## src/rtl/tdc_match_pkg.sv

```systemverilog
package tdc_match_pkg;

  // Kind code in the two top bits of every output word
  typedef enum logic [1:0] {
    KIND_DATA = 2'b00,
    KIND_HEAD = 2'b10,
    KIND_TAIL = 2'b11
  } word_kind_e;

  typedef enum logic [1:0] {
    SC_IDLE,
    SC_HEAD,
    SC_SCAN,
    SC_TAIL
  } scan_state_e;

endpackage

```

## src/rtl/tdc_hit_capture.sv

```systemverilog
// Per-channel hit latches plus lowest-index-first write selection.
module tdc_hit_capture #(
  parameter int NCH = 24,
  parameter int CW  = 12,
  parameter int FW  = 5,
  parameter int CHW = 5
) (
  input  logic              clk,
  input  logic              rst_n,
  input  logic [NCH-1:0]    hit_valid,
  input  logic [NCH*FW-1:0] hit_fine,
  input  logic [CW-1:0]     bx,
  input  logic              stall,
  output logic              wr_en,
  output logic [CHW-1:0]    wr_chan,
  output logic [CW-1:0]     wr_coarse,
  output logic [FW-1:0]     wr_fine,
  output logic [NCH-1:0]    pend_o,
  output logic [NCH-1:0]    grant_o
);

  logic [NCH-1:0] pend;
  logic [NCH-1:0] grant;
  logic [NCH-1:0] ld;
  logic [CW-1:0]  pc [NCH];
  logic [FW-1:0]  pf [NCH];

  function automatic logic [NCH-1:0] pick_lowest(input logic [NCH-1:0] v);
    return v & (~v + NCH'(1));
  endfunction

  assign grant = stall ? '0 : pick_lowest(pend);

  // A new hit is taken when the latch is free or is being emptied now
  for (genvar g = 0; g < NCH; g++) begin : g_ld
    assign ld[g] = hit_valid[g] && (!pend[g] || grant[g]);
  end

  always_ff @(posedge clk or negedge rst_n) begin
    if (!rst_n) begin
      pend <= '0;
      for (int i = 0; i < NCH; i++) begin
        pc[i] <= '0;
        pf[i] <= '0;
      end
    end else begin
      for (int i = 0; i < NCH; i++) begin
        if (ld[i]) begin
          pend[i] <= 1'b1;
          pc[i]   <= bx;
          pf[i]   <= hit_fine[i*FW +: FW];
        end else if (grant[i]) begin
          pend[i] <= 1'b0;
        end
      end
    end
  end

  always_comb begin
    wr_chan   = '0;
    wr_coarse = '0;
    wr_fine   = '0;
    for (int i = 0; i < NCH; i++) begin
      if (grant[i]) begin
        wr_chan   = CHW'(i);
        wr_coarse = pc[i];
        wr_fine   = pf[i];
      end
    end
  end

  assign wr_en   = |grant;
  assign pend_o  = pend;
  assign grant_o = grant;

endmodule

```

## src/rtl/tdc_l1_ring.sv

```systemverilog
// Circular hit store; a write always lands on the oldest slot.
module tdc_l1_ring #(
  parameter int DEPTH = 32,
  parameter int CHW   = 5,
  parameter int CW    = 12,
  parameter int FW    = 5,
  parameter int AW    = 5
) (
  input  logic           clk,
  input  logic           rst_n,
  input  logic           we,
  input  logic [CHW-1:0] w_chan,
  input  logic [CW-1:0]  w_coarse,
  input  logic [FW-1:0]  w_fine,
  input  logic [AW-1:0]  rd_idx,
  output logic           rd_vld,
  output logic [CHW-1:0] rd_chan,
  output logic [CW-1:0]  rd_coarse,
  output logic [FW-1:0]  rd_fine,
  output logic [AW-1:0]  wptr_o
);

  logic [CHW-1:0]   m_chan   [DEPTH];
  logic [CW-1:0]    m_coarse [DEPTH];
  logic [FW-1:0]    m_fine   [DEPTH];
  logic [DEPTH-1:0] vld;
  logic [AW-1:0]    wptr;

  always_ff @(posedge clk or negedge rst_n) begin
    if (!rst_n) begin
      vld  <= '0;
      wptr <= '0;
    end else if (we) begin
      vld[wptr] <= 1'b1;
      wptr      <= wptr + AW'(1);
    end
  end

  always_ff @(posedge clk) begin
    if (we) begin
      m_chan[wptr]   <= w_chan;
      m_coarse[wptr] <= w_coarse;
      m_fine[wptr]   <= w_fine;
    end
  end

  assign rd_vld    = vld[rd_idx];
  assign rd_chan   = m_chan[rd_idx];
  assign rd_coarse = m_coarse[rd_idx];
  assign rd_fine   = m_fine[rd_idx];
  assign wptr_o    = wptr;

endmodule

```

## src/rtl/tdc_window_scan.sv

```systemverilog
// Trigger matching: header, oldest-to-newest scan of every slot, trailer.
module tdc_window_scan
  import tdc_match_pkg::*;
#(
  parameter int CW     = 12,
  parameter int CHW    = 5,
  parameter int FW     = 5,
  parameter int AW     = 5,
  parameter int DEPTH  = 32,
  parameter int EVT_W  = 12,
  parameter int CNT_W  = 6,
  parameter int WORD_W = 26
) (
  input  logic              clk,
  input  logic              rst_n,
  input  logic              trig,
  input  logic [CW-1:0]     trig_bx,
  input  logic [1:0]        chip,
  input  logic [CW-1:0]     win_offset,
  input  logic [CW-1:0]     win_width,
  input  logic [AW-1:0]     wptr,
  input  logic              rd_vld,
  input  logic [CHW-1:0]    rd_chan,
  input  logic [CW-1:0]     rd_coarse,
  input  logic [FW-1:0]     rd_fine,
  input  logic              word_ready,
  output logic [AW-1:0]     rd_idx,
  output logic [WORD_W-1:0] word,
  output logic              word_valid,
  output logic              busy,
  output logic              hit_ok,
  output logic [EVT_W-1:0]  evt_o
);

  localparam int PAY_W = WORD_W - 4;
  localparam logic [AW-1:0] LAST = AW'(DEPTH - 1);

  scan_state_e      state;
  logic [CW-1:0]    tbx_q;
  logic [AW-1:0]    idx;
  logic [CNT_W-1:0] cnt;
  logic [EVT_W-1:0] evt;

  // Window test in modulo coarse arithmetic
  function automatic logic in_window(input logic [CW-1:0] hbx, input logic [CW-1:0] tbx,
                                     input logic [CW-1:0] off, input logic [CW-1:0] wid);
    logic [CW-1:0] rel;
    rel = hbx + off - tbx;
    return rel < wid;
  endfunction

  assign rd_idx = wptr + idx;
  assign hit_ok = (state == SC_SCAN) && rd_vld &&
                  in_window(rd_coarse, tbx_q, win_offset, win_width);

  always_comb begin
    word       = '0;
    word_valid = 1'b0;
    case (state)
      SC_HEAD: begin
        word       = {KIND_HEAD, chip, PAY_W'(evt)};
        word_valid = 1'b1;
      end
      SC_SCAN: begin
        word       = {KIND_DATA, chip, rd_chan, rd_coarse, rd_fine};
        word_valid = hit_ok;
      end
      SC_TAIL: begin
        word       = {KIND_TAIL, chip, PAY_W'(cnt)};
        word_valid = 1'b1;
      end
      default: ;
    endcase
  end

  always_ff @(posedge clk or negedge rst_n) begin
    if (!rst_n) begin
      state <= SC_IDLE;
      tbx_q <= '0;
      idx   <= '0;
      cnt   <= '0;
      evt   <= '0;
    end else begin
      case (state)
        SC_IDLE: if (trig) begin
          tbx_q <= trig_bx;
          idx   <= '0;
          cnt   <= '0;
          state <= SC_HEAD;
        end
        SC_HEAD: if (word_ready) state <= SC_SCAN;
        SC_SCAN: if (!hit_ok || word_ready) begin
          if (hit_ok) cnt <= cnt + CNT_W'(1);
          if (idx == LAST) state <= SC_TAIL;
          else idx <= idx + AW'(1);
        end
        SC_TAIL: if (word_ready) begin
          evt   <= evt + EVT_W'(1);
          state <= SC_IDLE;
        end
        default: state <= SC_IDLE;
      endcase
    end
  end

  assign busy  = (state != SC_IDLE);
  assign evt_o = evt;

endmodule

```

## src/rtl/tdc_word_shifter.sv

```systemverilog
// Parallel-to-serial word output, MSB first, one idle cycle between words.
module tdc_word_shifter #(
  parameter int WORD_W = 26
) (
  input  logic              clk,
  input  logic              rst_n,
  input  logic [WORD_W-1:0] word,
  input  logic              word_valid,
  output logic              word_ready,
  output logic              ser_data,
  output logic              ser_frame
);

  localparam int BW = $clog2(WORD_W);

  logic              active;
  logic [WORD_W-1:0] sh;
  logic [BW-1:0]     left;

  assign word_ready = !active;

  always_ff @(posedge clk or negedge rst_n) begin
    if (!rst_n) begin
      active <= 1'b0;
      sh     <= '0;
      left   <= '0;
    end else if (word_valid && !active) begin
      active <= 1'b1;
      sh     <= word;
      left   <= BW'(WORD_W - 1);
    end else if (active) begin
      sh <= sh << 1;
      if (left == '0) active <= 1'b0;
      else left <= left - BW'(1);
    end
  end

  assign ser_data  = active & sh[WORD_W-1];
  assign ser_frame = active;

endmodule

```

## src/rtl/tdc_match_core.sv

```systemverilog
module tdc_match_core #(
  parameter int NCH   = 24,
  parameter int CW    = 12,
  parameter int DEPTH = 32,
  parameter int EVT_W = 12
) (
  input  logic              clk,
  input  logic              rst_n,
  input  logic [CW-1:0]     bx_count,
  input  logic [NCH-1:0]    hit_valid,
  input  logic [NCH*5-1:0]  hit_fine,
  input  logic              trig_accept,
  input  logic [1:0]        chip_id,
  input  logic [CW-1:0]     win_offset,
  input  logic [CW-1:0]     win_width,
  output logic              ser_data,
  output logic              ser_frame
);

  localparam int FW     = 5;
  localparam int CHW    = $clog2(NCH);
  localparam int AW     = $clog2(DEPTH);
  localparam int CNT_W  = $clog2(DEPTH + 1);
  localparam int WORD_W = 4 + CHW + CW + FW;

  // Named internal events, observed by the bound checker
  logic              busy;
  logic              ring_we;
  logic [NCH-1:0]    pend;
  logic [NCH-1:0]    grant;
  logic              hit_ok;
  logic [EVT_W-1:0]  evt;
  logic              word_valid;
  logic              word_ready;

  logic [CHW-1:0]    w_chan;
  logic [CW-1:0]     w_coarse;
  logic [FW-1:0]     w_fine;
  logic [AW-1:0]     rd_idx;
  logic [AW-1:0]     wptr;
  logic              rd_vld;
  logic [CHW-1:0]    rd_chan;
  logic [CW-1:0]     rd_coarse;
  logic [FW-1:0]     rd_fine;
  logic [WORD_W-1:0] word;

  tdc_hit_capture #(.NCH(NCH), .CW(CW), .FW(FW), .CHW(CHW)) u_cap (
    .clk(clk), .rst_n(rst_n), .hit_valid(hit_valid), .hit_fine(hit_fine),
    .bx(bx_count), .stall(busy), .wr_en(ring_we), .wr_chan(w_chan),
    .wr_coarse(w_coarse), .wr_fine(w_fine), .pend_o(pend), .grant_o(grant)
  );

  tdc_l1_ring #(.DEPTH(DEPTH), .CHW(CHW), .CW(CW), .FW(FW), .AW(AW)) u_ring (
    .clk(clk), .rst_n(rst_n), .we(ring_we), .w_chan(w_chan),
    .w_coarse(w_coarse), .w_fine(w_fine), .rd_idx(rd_idx), .rd_vld(rd_vld),
    .rd_chan(rd_chan), .rd_coarse(rd_coarse), .rd_fine(rd_fine), .wptr_o(wptr)
  );

  tdc_window_scan #(.CW(CW), .CHW(CHW), .FW(FW), .AW(AW), .DEPTH(DEPTH),
                    .EVT_W(EVT_W), .CNT_W(CNT_W), .WORD_W(WORD_W)) u_scan (
    .clk(clk), .rst_n(rst_n), .trig(trig_accept), .trig_bx(bx_count),
    .chip(chip_id), .win_offset(win_offset), .win_width(win_width),
    .wptr(wptr), .rd_vld(rd_vld), .rd_chan(rd_chan), .rd_coarse(rd_coarse),
    .rd_fine(rd_fine), .word_ready(word_ready), .rd_idx(rd_idx), .word(word),
    .word_valid(word_valid), .busy(busy), .hit_ok(hit_ok), .evt_o(evt)
  );

  tdc_word_shifter #(.WORD_W(WORD_W)) u_ser (
    .clk(clk), .rst_n(rst_n), .word(word), .word_valid(word_valid),
    .word_ready(word_ready), .ser_data(ser_data), .ser_frame(ser_frame)
  );

endmodule

```

## config.mk

```make
export PLATFORM = sky130hd
export DESIGN_NAME = tdc_match_core
export DESIGN_NICKNAME = d
export VERILOG_FILES = /design/src/rtl/tdc_match_pkg.sv /design/src/rtl/tdc_hit_capture.sv /design/src/rtl/tdc_l1_ring.sv /design/src/rtl/tdc_window_scan.sv /design/src/rtl/tdc_word_shifter.sv /design/src/rtl/tdc_match_core.sv
export SDC_FILE = /design/constraint.sdc
export NUM_CORES = 1
export LEC_CHECK = 0
export CORE_MARGIN = 2
export CORE_UTILIZATION = 60
export DETAILED_ROUTE_END_ITERATION = 16
export HOLD_SLACK_MARGIN = 0.02
export PLACE_DENSITY = 0.78
export SYNTH_ARGS = -nofsm -noshare
export SYNTH_HDL_FRONTEND = slang
export SYNTH_HIERARCHICAL = 1
export SYNTH_SLANG_ARGS = --single-unit
```

## constraint.sdc

```tcl
create_clock -name clk -period 19.2 [get_ports clk]
set_input_delay 2.88 -clock clk [delete_from_list [all_inputs] [get_ports clk]]
set_output_delay 2.88 -clock clk [all_outputs]
set_load 0.01 [all_outputs]
```

==> qor.txt, run 1 <==
Worst-Skew Late Latency -> 720 ps
Critical-path cell with the highest stage delay -> buf_4
Post-Syn Nets -> 4,034
Pleak -> 25.0 nW
Initial antenna violation count -> 4
Net Sw Frac -> 40.0%
CTS max path bufs -> 3
Die ar. -> 92,500 µm²
Number of buffers inserted by port buffering -> 186
DRC -> 0
# resized after CTS -> 0
Final setup viols -> 0
Flop pwr share -> 31.2%
Wire per inst -> 27.4 µm
Placer Congestion -> 0.908
Layout cells sized above 1 -> 19.9%
Cell-internal power -> 6.49 mW
Critical path peak fanout -> 106
Core Region -> 89,600 µm²
Post-Route Utilization -> 68.2%
Hold Vio Cnt, Final -> 0
Area occupied by multi-input gates -> 18,100 µm²
Pre-antenna DRT Iters -> 7
Worst R2R Setup Slack -> 9810 ps
P&R area growth vs syn -> 13.1%
Normalized max-slew margin -> 7.87%
Root buf cell -> clkbuf_16
Post-CTS setup buffers -> 0
Initial core utilization -> 60.3%
WP data required -> 19,810 ps
Mean Syn Cell Area -> 14.2 µm²
Pwr dens -> 177 nW/µm²
Via density -> 6.58
Rows -> 110
H-Tree Depth -> 3
CTS tree -> yes
Slew @ Worst Pin -> 1380 ps
Chip width -> 304 µm
Fmax -> 106 MHz
PnR Total Power -> 10.8 mW
VDD IR-drop max -> 200 µV
First-pass GRT wire length -> 215,000 µm
Crit end category -> register
Crit path launch type -> register
Worst path max stage delay -> 950 ps
DR iter-0 viols -> 3,870
# fillers -> 6,099
Final period utilization -> 48.9%
Post-CTS Hold Buffers -> 0
Crit-path most repeated cell -> buf_4
Largest net degree at the start of global routing -> 107
R2R depth -> 28
Final wirelength -> 144,000 µm
RSZ-0062 raised after global routing -> false
Post-Syn Area -> 54,100 µm²
Antenna viol nets, final -> 0
Total track usage -> 30.8%
CP Data Arrival Time -> 10,000 ps
Hold Path Class -> reg -> reg
Setup TNS -> 0 ps
Clock Power Share -> 22.1%
CP endpoint -> u_ser/left[3]
Min Tclk post-route -> 9390 ps
DPL Wire Length -> 88,900 µm
Vias -> 34.5k
Vias in the first global route -> 34.2k
Syn Inst Count -> 3,797
Post-layout nets -> 4,200
Congestion Overflow GR -> 0
CP Class -> reg -> reg
Setup crit start -> u_ring/wptr_o[0]
Max-cap violations -> 0
Yosys warns -> 6
Status -> completed
FF+latch area -> 34,600 µm²
Worst r2r src -> u_ring/wptr_o[0]
CTS buffer count -> 119
Sink Count -> 1,242
Switch Pwr -> 4.32 mW
Combinational share of power -> 46.7%
Die Y -> 304 µm
Final slew viol count -> 0
R2R Path End -> u_ser/left[3]
Skew final -> 36.5 ps
Reg clk slew, reported paths -> 60 ps
Ports -> 187
[worst min-delay path by stage]
stage | startpoint | endpoint | slack, ps | depth (start not counted)
CTS | u_ring/vld[24] | u_ring/vld[24] | 460 | 1
global route | u_ring/vld[2] | u_ring/vld[2] | 470 | 1
global placement | u_ring/vld[21] | u_ring/vld[21] | 450 | 1
finish | u_ring/vld[24] | u_ring/vld[24] | 460 | 1
detailed placement | u_ring/vld[24] | u_ring/vld[24] | 450 | 1
floorplan | u_ring/vld[0] | u_ring/vld[0] | 440 | 1
[registers in the layout, indices dropped and copies added, names as in the netlist]
| name | flops |
|---|---|
| u_ring/vld | 32 |
| u_ser/ser_frame | 1 |
| u_scan/idx | 5 |
| u_cap/pf | 120 |
| u_scan/state | 2 |
| u_cap/pend_o | 24 |
| u_cap/pc | 288 |
| u_ser/left | 5 |
| u_ring/m_coarse | 384 |
| u_scan/evt_o | 12 |
| u_scan/cnt | 6 |
| u_ring/wptr_o | 5 |
| u_ser/sh | 26 |
| u_ring/m_chan | 160 |
| u_ring/m_fine | 160 |
| u_scan/tbx_q | 12 |
[cell type report]
type / instances / share of cell area, %
sequential: 1242 / 56.6
multi-input combinational: 2227 / 29.7
clock buffer: 167 / 5.67
timing repair buffer: 270 / 4.08
tap: 1176 / 2.41
clock inverter: 57 / 0.913
inverter: 103 / 0.645
antenna: 3 / 0.0123
[critical path: cells and delay by family (launching register included)]
family,cells,cell delay [ps]
fa+ha+maj,5,1830
compound gates,7,1100
mux,1,210
buf+inv,8,3970
simple gates,6,1390
flops,1,460
xor+xnor,1,200
[routing by layer]
layer  wire length [µm]  up-vias  GRT usage (%)
met2              67800     1817           49.8
li1                   -    14739              -
met3              11500      382           3.95
met1              57000    17550           41.9
met4               7630        0           14.8
met5                  0        -              0
[power by group through the flow]
stage	clock [mW]	combinational [mW]	sequential, mW
final	2.39	5.05	3.37
after global routing	2.50	5.42	3.40
after CTS	2.41	4.98	3.37
after detailed placement	0	4.95	3.42
after global placement	0	4.86	3.41
after floorplan	0	3.60	3.36
[stage by stage]
step	setup WS [ps]	cell area, µm²	cells	hold slack, ps
after CTS	9930	61100	5242	464
after floorplan	12530	54100	3797	439
after detailed placement	9940	57100	5018	451
after global placement	10140	57100	5018	451
final	9810	61100	5245	463
after global routing	9280	61100	5242	474
[cell usage in the layout, fill, tap and decap left out, types with 23 or more instances in the layout]
master           instances
a21oi_1                100
a221oi_1                26
a222oi_1                24
a22o_1                  49
a22oi_1                114
a31oi_1                 32
buf_4                   84
clkbuf_1                25
clkbuf_16              126
clkdlybuf4s50_1        185
dfrtp_1                537
edfxtp_1               704
ha_1                    40
inv_1                   98
mux2_2                 402
mux2i_1                404
nand2_1                194
nand2b_1                36
nand3_1                 72
nand4_1                 51
nor2_1                  91
nor2b_1                 23
nor3_1                  53
o21ai_0                 62
o22ai_1                 27
or2_2                   40
No activity file was read; power rests on OpenSTA's default activity.
==> run 2: changes to the inputs <==
- CORE_UTILIZATION: 60 -> 55
- PLACE_DENSITY: 0.78 -> 0.76
- clock period: 19.2 -> 7.6 ns (I/O delays scaled with it)
==> run 2 against run 1 <==
Compared with the run above: setup slack lost 9400 ps; count of clock-buffer cells in the layout shrank 12; sequential power grew to 2.5 times the previous value; critical path depth grew 2; largest power group unchanged; critical path type unchanged; register-to-register slack lost 9400 ps; first-iteration DRC count shrank 1.4%; die area grew 9.0%.
==> qor.txt, run 2 (same netlist as run 1, synthesis figures left out) <==
CTS tree -> yes
# fillers -> 6,991
Most common cell after layout, fill and taps aside -> edfxtp_1
Sink Count -> 1,242
Skew final -> 37.8 ps
Pwr dens -> 445 nW/µm²
Layout cells sized above 1 -> 20.5%
Crit-path most repeated cell -> ha_1
CTS max path bufs -> 3
Wire per inst -> 26.5 µm
Placer Congestion -> 0.902
Antenna viol nets, final -> 0
Ports -> 187
Number of buffers inserted by port buffering -> 186
Final wirelength -> 142,000 µm
Post-CTS Hold Buffers -> 0
Total track usage -> 27.9%
Normalized max-slew margin -> 15.8%
Slew @ Worst Pin -> 1260 ps
FF+latch area -> 34,600 µm²
Largest registers -> u_ring/m_coarse: 384 flops, u_cap/pc: 288 flops
Final slew viol count -> 0
CP Class -> reg -> reg
Vias -> 34.1k
Pleak -> 25.1 nW
Critical path peak fanout -> 46
Fmax -> 138 MHz
Status -> completed
Die ar. -> 101,000 µm²
Crit end category -> register
P&R area growth vs syn -> 13.8%
Worst path max stage delay -> 710 ps
Crit path launch type -> register
Final period utilization -> 95.3%
Rows -> 114
Initial antenna violation count -> 0
Hold Path Class -> in -> async
WP data required -> 8140 ps
Final setup viols -> 0
Register bank with the most flops -> u_ring/m_coarse
Reg clk slew, reported paths -> 60 ps
CP Data Arrival Time -> 7780 ps
R2R depth -> 30
CTS buffer count -> 118
VDD IR-drop max -> 659 µV
Pre-antenna DRT Iters -> 6
Setup TNS -> 0 ps
Chip width -> 318 µm
Root buf cell -> clkbuf_16
Min Tclk post-route -> 7240 ps
Worst-Skew Late Latency -> 710 ps
H-Tree Depth -> 3
DRC -> 0
Ant diodes -> 0
Hold Vio Cnt, Final -> 0
Via density -> 6.35
Core Region -> 97,000 µm²
Initial core utilization -> 55.7%
First-pass GRT wire length -> 214,000 µm
Critical-path cell with the highest stage delay -> nor2b_4
Max reg flops -> 384
Congestion Overflow GR -> 0
Post-layout nets -> 4,227
Max-cap violations -> 0
Largest net degree at the start of global routing -> 176
Area occupied by multi-input gates -> 18,100 µm²
Most frequent cells in the layout -> edfxtp_1 (704), dfrtp_1 (537), mux2i_1 (404)
DR iter-0 viols -> 3,814
Hold WS -> 466 ps
Post-CTS setup buffers -> 0
DPL Wire Length -> 92,400 µm
RSZ-0062 raised after global routing -> false
Die Y -> 318 µm
Vias in the first global route -> 34.1k
## run 2: layout make-up
cell class                 count  share of cell area, %
tap                         1276                   2.60
inverter                     103                  0.641
sequential                  1242                   56.3
clock buffer                 155                   5.23
clock inverter                68                   1.25
timing repair buffer         298                   4.59
multi-input combinational   2227                   29.4
## run 2: critical path: cells and delay by family, from the launching register on
family	cells	cell delay, ps
fa+ha+maj	6	1730
compound gates	12	2180
flops	1	460
buf+inv	5	790
xor+xnor	2	340
simple gates	5	1450
## run 2: worst paths after layout
kind | startpoint | slack (ps) | endpoint
setup / recovery | u_ring/wptr_o[0] | 360 | u_ser/left[3]
hold / removal | rst_n | 470 | u_cap/pf[101]
setup reg to reg | u_ring/wptr_o[0] | 360 | u_ser/left[3]
hold reg to reg | u_ring/vld[22] | 470 | u_ring/vld[22]
max in group asynchronous | rst_n | 5550 | u_cap/pf[10]
min in group clk | u_ring/vld[22] | 470 | u_ring/vld[22]
## run 2: what timing repair did
item | in CTS | in global routing
resized for setup | 0 | 1
hold endpoints to repair | 0 | 0
endpoints found under the setup margin | 0 | 1
## run 2: report_power, final
group          internal [mW]  switching (mW)
combinational           4.96            7.92
sequential              8.16           0.359
clock                   3.40            2.57
total                   16.5            10.9
## run 2: stage by stage
stage | utilization, % | power (mW) | setup slack [ps] | std cells | area [µm²]
floorplan | - | 17.6 | 1050 | 3797 | 54100
global placement | 59.3 | 21.0 | 677 | 5146 | 57500
detailed placement | 59.3 | 21.3 | 495 | 5146 | 57500
CTS | 63.4 | 27.3 | 478 | 5369 | 61500
global route | 63.4 | 28.7 | 79.2 | 5369 | 61500
finish | 63.4 | 27.4 | 361 | 5369 | 61500
## run 2: layer usage
layer	vias to the layer above	GRT usage, %	part of all wire [%]
met2	1596	45.3	48
met1	17371	37.6	40
li1	14792	-	-
met3	318	4.35	7.7
met4	0	11.9	4.6
met5	-	0	0
